## config.mk

```make
export PLATFORM = sky130hd
export DESIGN_NAME = spec_switch_alloc
export DESIGN_NICKNAME = d
export VERILOG_FILES = /design/src/rtl/swa_pkg.sv /design/src/rtl/swa_rr_arb.sv /design/src/rtl/swa_sep_alloc.sv /design/src/rtl/spec_switch_alloc.sv
export SDC_FILE = /design/constraint.sdc
export NUM_CORES = 1
export LEC_CHECK = 0
export BUFFER_PORTS_ARGS = -buffer_cell sky130_fd_sc_hd__buf_4
export CORE_UTILIZATION = 55
export CTS_CLUSTER_DIAMETER = 150
export DETAILED_ROUTE_END_ITERATION = 8
export GPL_TIMING_DRIVEN = 0
export PLACE_DENSITY = 0.82
export REMOVE_ABC_BUFFERS = 1
export SLEW_MARGIN = 20
export SYNTH_ARGS = -nofsm -noshare
export SYNTH_HDL_FRONTEND = slang
export SYNTH_SLANG_ARGS = --single-unit
```

## constraint.sdc

```tcl
create_clock -name clk -period 4.22 [get_ports clk]
set_input_delay 0 -clock clk [delete_from_list [all_inputs] [get_ports clk]]
set_output_delay 0 -clock clk [all_outputs]
set_load 0.02 [all_outputs]
```

## src/rtl/swa_pkg.sv

```systemverilog
package swa_pkg;

    // index width for n items, never narrower than one bit
    function automatic int idx_w(int n);
        return (n > 1) ? $clog2(n) : 1;
    endfunction

    // source of the final grant at one input port
    typedef enum logic [1:0] {
        GK_NONE    = 2'd0,
        GK_NONSPEC = 2'd1,
        GK_SPEC    = 2'd2
    } grant_kind_e;

endpackage

```

## src/rtl/swa_rr_arb.sv

```systemverilog
module swa_rr_arb #(
    parameter  int N = 4,
    localparam int W = swa_pkg::idx_w(N)
) (
    input  logic         clk,
    input  logic         rst_n,
    input  logic [N-1:0] req,
    input  logic         adv,
    output logic [N-1:0] gnt
);

    logic [W-1:0] ptr_q;
    logic [W-1:0] win_idx;
    logic         win_any;

    // first requester at or after the pointer, wrapping
    always_comb begin
        gnt     = '0;
        win_idx = '0;
        win_any = 1'b0;
        for (int k = 0; k < N; k++) begin
            int j;
            j = int'(ptr_q) + k;
            if (j >= N) j = j - N;
            if (!win_any && req[j]) begin
                win_any = 1'b1;
                gnt[j]  = 1'b1;
                win_idx = W'(j);
            end
        end
    end

    always_ff @(posedge clk) begin
        if (!rst_n) begin
            ptr_q <= '0;
        end else if (adv && win_any) begin
            ptr_q <= (win_idx == W'(N - 1)) ? '0 : win_idx + W'(1);
        end
    end

endmodule

```

## src/rtl/swa_sep_alloc.sv

```systemverilog
module swa_sep_alloc #(
    parameter  int P  = 4,
    parameter  int V  = 2,
    localparam int PW = swa_pkg::idx_w(P),
    localparam int VW = swa_pkg::idx_w(V)
) (
    input  logic            clk,
    input  logic            rst_n,
    input  logic [P*V-1:0]  req,
    input  logic [P*V*PW-1:0] dest,
    input  logic [P-1:0]    adv_in,
    input  logic [P-1:0]    adv_out,
    output logic [P-1:0]    in_gnt,
    output logic [P*VW-1:0] in_vc,
    output logic [P*PW-1:0] in_dest
);

    logic [V-1:0]  s1_gnt  [P];
    logic [VW-1:0] s1_vc   [P];
    logic [PW-1:0] s1_dest [P];
    logic [P-1:0]  out_req [P];
    logic [P-1:0]  out_gnt [P];

    // stage 1: one VC per input port
    for (genvar i = 0; i < P; i++) begin : g_in_arb
        swa_rr_arb #(.N(V)) u_vc_arb (
            .clk   (clk),
            .rst_n (rst_n),
            .req   (req[i*V +: V]),
            .adv   (adv_in[i]),
            .gnt   (s1_gnt[i])
        );
    end

    always_comb begin
        for (int i = 0; i < P; i++) begin
            s1_vc[i]   = '0;
            s1_dest[i] = '0;
            for (int v = 0; v < V; v++) begin
                if (s1_gnt[i][v]) begin
                    s1_vc[i]   = VW'(v);
                    s1_dest[i] = dest[(i*V + v)*PW +: PW];
                end
            end
        end
    end

    // stage 2: one input port per output
    always_comb begin
        for (int o = 0; o < P; o++) begin
            for (int i = 0; i < P; i++) begin
                out_req[o][i] = (|s1_gnt[i]) && (s1_dest[i] == PW'(o));
            end
        end
    end

    for (genvar o = 0; o < P; o++) begin : g_out_arb
        swa_rr_arb #(.N(P)) u_port_arb (
            .clk   (clk),
            .rst_n (rst_n),
            .req   (out_req[o]),
            .adv   (adv_out[o]),
            .gnt   (out_gnt[o])
        );
    end

    always_comb begin
        for (int i = 0; i < P; i++) begin
            in_gnt[i] = 1'b0;
            for (int o = 0; o < P; o++) begin
                in_gnt[i] = in_gnt[i] | out_gnt[o][i];
            end
            in_vc[i*VW +: VW]   = s1_vc[i];
            in_dest[i*PW +: PW] = s1_dest[i];
        end
    end

endmodule

```

## src/rtl/spec_switch_alloc.sv

```systemverilog
module spec_switch_alloc #(
    parameter  int P  = 4,
    parameter  int V  = 2,
    localparam int PW = swa_pkg::idx_w(P),
    localparam int VW = swa_pkg::idx_w(V)
) (
    input  logic              clk,
    input  logic              rst_n,
    input  logic [P*V-1:0]    ns_req,
    input  logic [P*V*PW-1:0] ns_dest,
    input  logic [P*V-1:0]    sp_req,
    input  logic [P*V*PW-1:0] sp_dest,
    output logic [P-1:0]      gnt_valid,
    output logic [P*VW-1:0]   gnt_vc,
    output logic [P-1:0]      gnt_spec,
    output logic [P-1:0]      xbar_valid,
    output logic [P*PW-1:0]   xbar_src
);

    import swa_pkg::*;

    logic [P-1:0]    ns_gnt,  sp_gnt;
    logic [P*VW-1:0] ns_vc,   sp_vc;
    logic [P*PW-1:0] ns_d,    sp_d;
    logic [P-1:0]    ns_adv_out, sp_adv_out;
    logic [P-1:0]    ns_in_busy, ns_out_busy, sp_keep;
    grant_kind_e     kind [P];

    logic [P-1:0]    valid_d, spec_d, xv_d;
    logic [P*VW-1:0] vc_d;
    logic [P*PW-1:0] dest_d, xs_d;

    swa_sep_alloc #(.P(P), .V(V)) u_ns_alloc (
        .clk     (clk),
        .rst_n   (rst_n),
        .req     (ns_req),
        .dest    (ns_dest),
        .adv_in  (ns_gnt),
        .adv_out (ns_adv_out),
        .in_gnt  (ns_gnt),
        .in_vc   (ns_vc),
        .in_dest (ns_d)
    );

    swa_sep_alloc #(.P(P), .V(V)) u_sp_alloc (
        .clk     (clk),
        .rst_n   (rst_n),
        .req     (sp_req),
        .dest    (sp_dest),
        .adv_in  (sp_keep),
        .adv_out (sp_adv_out),
        .in_gnt  (sp_gnt),
        .in_vc   (sp_vc),
        .in_dest (sp_d)
    );

    // conflict detection from requests only, parallel to both allocators
    always_comb begin
        ns_out_busy = '0;
        for (int i = 0; i < P; i++) begin
            ns_in_busy[i] = |ns_req[i*V +: V];
        end
        for (int k = 0; k < P*V; k++) begin
            for (int o = 0; o < P; o++) begin
                if (ns_req[k] && ns_dest[k*PW +: PW] == PW'(o)) ns_out_busy[o] = 1'b1;
            end
        end
    end

    // pessimistic mask on speculative grants
    always_comb begin
        for (int i = 0; i < P; i++) begin
            sp_keep[i] = sp_gnt[i] && !ns_in_busy[i] && !ns_out_busy[sp_d[i*PW +: PW]];
        end
    end

    // pointer advance at outputs on surviving grants only
    always_comb begin
        ns_adv_out = '0;
        sp_adv_out = '0;
        for (int i = 0; i < P; i++) begin
            for (int o = 0; o < P; o++) begin
                if (ns_gnt[i]  && ns_d[i*PW +: PW] == PW'(o)) ns_adv_out[o] = 1'b1;
                if (sp_keep[i] && sp_d[i*PW +: PW] == PW'(o)) sp_adv_out[o] = 1'b1;
            end
        end
    end

    // merge into the final schedule
    always_comb begin
        for (int i = 0; i < P; i++) begin
            if (ns_gnt[i])       kind[i] = GK_NONSPEC;
            else if (sp_keep[i]) kind[i] = GK_SPEC;
            else                 kind[i] = GK_NONE;
        end
    end

    always_comb begin
        for (int i = 0; i < P; i++) begin
            unique case (kind[i])
                GK_NONSPEC: begin
                    valid_d[i]          = 1'b1;
                    spec_d[i]           = 1'b0;
                    vc_d[i*VW +: VW]    = ns_vc[i*VW +: VW];
                    dest_d[i*PW +: PW]  = ns_d[i*PW +: PW];
                end
                GK_SPEC: begin
                    valid_d[i]          = 1'b1;
                    spec_d[i]           = 1'b1;
                    vc_d[i*VW +: VW]    = sp_vc[i*VW +: VW];
                    dest_d[i*PW +: PW]  = sp_d[i*PW +: PW];
                end
                default: begin
                    valid_d[i]          = 1'b0;
                    spec_d[i]           = 1'b0;
                    vc_d[i*VW +: VW]    = '0;
                    dest_d[i*PW +: PW]  = '0;
                end
            endcase
        end
    end

    always_comb begin
        xv_d = '0;
        xs_d = '0;
        for (int o = 0; o < P; o++) begin
            for (int i = 0; i < P; i++) begin
                if (valid_d[i] && dest_d[i*PW +: PW] == PW'(o)) begin
                    xv_d[o]          = 1'b1;
                    xs_d[o*PW +: PW] = PW'(i);
                end
            end
        end
    end

    always_ff @(posedge clk) begin
        if (!rst_n) begin
            gnt_valid  <= '0;
            gnt_vc     <= '0;
            gnt_spec   <= '0;
            xbar_valid <= '0;
            xbar_src   <= '0;
        end else begin
            gnt_valid  <= valid_d;
            gnt_vc     <= vc_d;
            gnt_spec   <= spec_d;
            xbar_valid <= xv_d;
            xbar_src   <= xs_d;
        end
    end

endmodule

```

==> flow_summary.yaml <==
run_status:
  outcome: "finished clean"
min_path:
  holdPathStages: 3
  min_path_type: "in2reg"
  hp-start: "sp_req[6]"
die:
  ios: 74
  die_h_um: 119
  start_util: 0.568
  core_area_um2: 13300
  dieArea_um2: 14300
  chipWidth_um: 119
  rows: 42
setup_path:
  cp_cell_sequence: "nand2b_2 -> a32oi_1 -> nor2_1 -> mux4_2 -> a2111oi_0 -> and4_1 -> and4_1 -> nand2_1 -> nand2_1 -> o21ai_1 -> o41a_1"
  rrSetupSlack_ns: 0.08
  r2r_cells: 11
  path_max_fanout: 8
  slowest_stage: "mux4_2"
  cp_top_family: "compound AO/OA/AOI/OAI gates"
  start_kind: "flip-flop"
  critPathBufInv: 0
  crit_path_end_kind: "flip-flop"
  required_ns: 4.39
  cp_slowest_stage_delay_ns: 0.64
  r2r-end: "xbar_valid[2]$_SDFF_PN0_"
  critPathKind: "reg2reg"
  arrival_ns: 4.31
drt:
  wl_um: 26500
  antenna_left: 0
  drtIter0Drc: 1131
  drc: 0
  routed_via_density: 7.25
  drtPass1Iterations: 8
  vias: 8713
  post_drt_wl_per_cell_um: 22.0
synth:
  yosys_warnings: 0
  yosysUniqueCellTypes: 101
  ys_seq_area_frac: 0.127
  yosys.area.top_type: "dfxtp_1"
  ys_ff_latch: 48
  syn_inst: 994
  synth_area_um2: 7580
  ys_top_cells_by_count: "136 x nand2_1, 84 x nor2_1, 58 x a21oi_1"
  yosys-top-cells-area: "dfxtp_1 13%, ha_1 9.4%, mux4_2 8.3%"
  synth_enable_flop_cells: 0
  synth-main-ff-cell: "dfxtp_1"
  synth_top_area_share: 0.127
  async_reset_ff_frac: 0
  avgSynthCellArea_um2: 7.62
  synth.most_common_cell: "nand2_1"
timing:
  fin_crit_ns: 4.14
  relSlewSlack: 0.393
  fin_worst_skew_ns: 0.0133
  max_freq_mhz: 242
  hold_viol: 0
  period_share: 0.981
  timing.hold.ws_ns: 0.0272
  setup_violations: 0
  tightestPinTransition_ns: 0.910
  report.final.slew_viol_count: 0
global_route:
  grt_max_degree: 43
  grt_pass1_vias: 8186
  antenna_found_initial: 0
  grt-ovfl-total: 0
  use_met2: 0.614
  grt_pass1_wl_um: 42400
  global_route.usage.met1: 0.468
  grtUsageMet3: 0.0618
  busiest_layer: "met2"
  grt_usage: 0.370
finish:
  layout.cells.non_filler: 1202
  drive_gt1_frac: 0.186
  seqCellArea_um2: 970
  num-fill-cells: 1199
  multiInputGateArea_um2: 6450
  diodes: 0
  fin_nets: 1132
  syn_to_final_growth_pct: 12.1
clocking:
  h-tree-depth: 2
  clk_latency_ns: 0.30
  clock-root-buffer: "clkbuf_16"
  path_clk_slew_ns: 0.07
  cts_sinks: 48
  clockBufferDepth: 2
  cts_tree: "yes"
  numCtsBuffers: 5
placed_design:
  gp_congestion: 0.972
  dp.cells: 1190
  port_buffers: 73
  hpwl_um: 20000
job:
  max_cap_violations: 0
power_and_ir_drop:
  powerDensity_nw_per_um2: 473
  ir_worst_vdd_v: 0.000217
  p_leak_nw: 3.08
## cells in the final DEF (no fill, tap or decap), types with 6 or more instances in the layout
master     Yosys  layout
and2_1        12      12
o21a_1        16      16
o211ai_1      17      17
buf_4          3      74
dfxtp_1       48      43
or2_2          7       7
mux4_2        28      28
nand4_1       19      19
nand2b_1       7       7
a32o_1        15      14
nor2_1        84      82
nor3_1        34      34
a31o_2         8       8
a211oi_1      10      10
nand2_1      136     136
a221oi_1       8       8
o22ai_1       16      15
a2111oi_0      8       6
mux2i_1       17      17
a22oi_1        6       6
nand3_1       41      40
inv_1         20      20
or3_1          6       6
a31oi_1       11      11
nor3b_1       16      16
o21ai_0       50      50
a311oi_1       7       7
a21oi_1       58      57
a21boi_0       7       7
ha_1          57      57
a32oi_1       22      15
## cells by family after synthesis
kind of cell / after synthesis / share of synthesized area
simple gates: 408 / 0.268
compound gates: 352 / 0.352
buf+inv: 77 / 0.0452
fa+ha+maj: 57 / 0.0941
flops: 48 / 0.127
mux: 46 / 0.107
xor+xnor: 6 / 0.00693
## timing repair
action                                 4_1_cts  5_1_grt
hold buffers                                 3        0
setup endpoints to repair                   22       29
buffers inserted                             0        1
endpoints found under the hold margin        4        0
pin swaps                                    0        1
gates resized for setup                     11       26
gates cloned                                 0        0
## how the worst max path moves through the flow
stage | to | slack (ns) | from | cells after the start
6_report | xbar_valid[2]$_SDFF_PN0_ | 0.08 | flip-flop | 11
5_1_grt | flip-flop | -0.003 | sp_req[7] | 13
4_1_cts | xbar_valid[2]$_SDFF_PN0_ | 0.03 | flip-flop | 10
3_5_place_dp | xbar_valid[2]$_SDFF_PN0_ | -0.47 | flip-flop | 11
3_3_place_gp | xbar_valid[2]$_SDFF_PN0_ | -0.43 | flip-flop | 11
2_1_floorplan | xbar_valid[2]$_SDFF_PN0_ | 0.32 | flip-flop | 11
## tightest hold or removal path: stages
cell	delay (ns)
buf_4	0.12
a21oi_1	0.11
a311oi_1	0.06
## report_power, final
| part | switching, mW | total (mW) | internal (mW) |
|---|---|---|---|
| combinational | 1.76 | 2.81 | 1.06 |
| sequential | 0.155 | 0.731 | 0.576 |
| clock | 0.193 | 0.475 | 0.282 |
| total | 2.10 | 4.02 | 1.91 |
## cell type report
class                           instances  share of cell area
Clock buffer                            5              0.0147
Timing Repair Buffer                   77              0.0689
Sequential cell                        48               0.114
Inverter                               24              0.0113
Clock inverter                          3             0.00545
Multi-Input combinational cell        869               0.760
Tap cell                              176              0.0259
## stage by stage
stage | setup WS (ns) | power (mW) | setup TNS (ns) | cell area [um^2] | util
6_report | 0.0818 | 4.02 | 0 | 8500 | 0.637
5_1_grt | -0.00275 | 4.25 | -0.00275 | 8500 | 0.637
3_3_place_gp | -0.427 | 3.31 | -4.78 | 8090 | 0.606
4_1_cts | 0.0317 | 3.85 | 0 | 8360 | 0.626
3_5_place_dp | -0.466 | 3.34 | -5.05 | 8110 | 0.607
2_1_floorplan | 0.316 | 2.57 | 0 | 7330 | -
## metal layers
metal | wire length (um) | up-vias
li1 | - | 3959
met1 | 10400 | 4074
met2 | 12400 | 562
met3 | 2510 | 118
met4 | 1120 | 0
met5 | 0 | -
(Power assumes the default switching activity.)
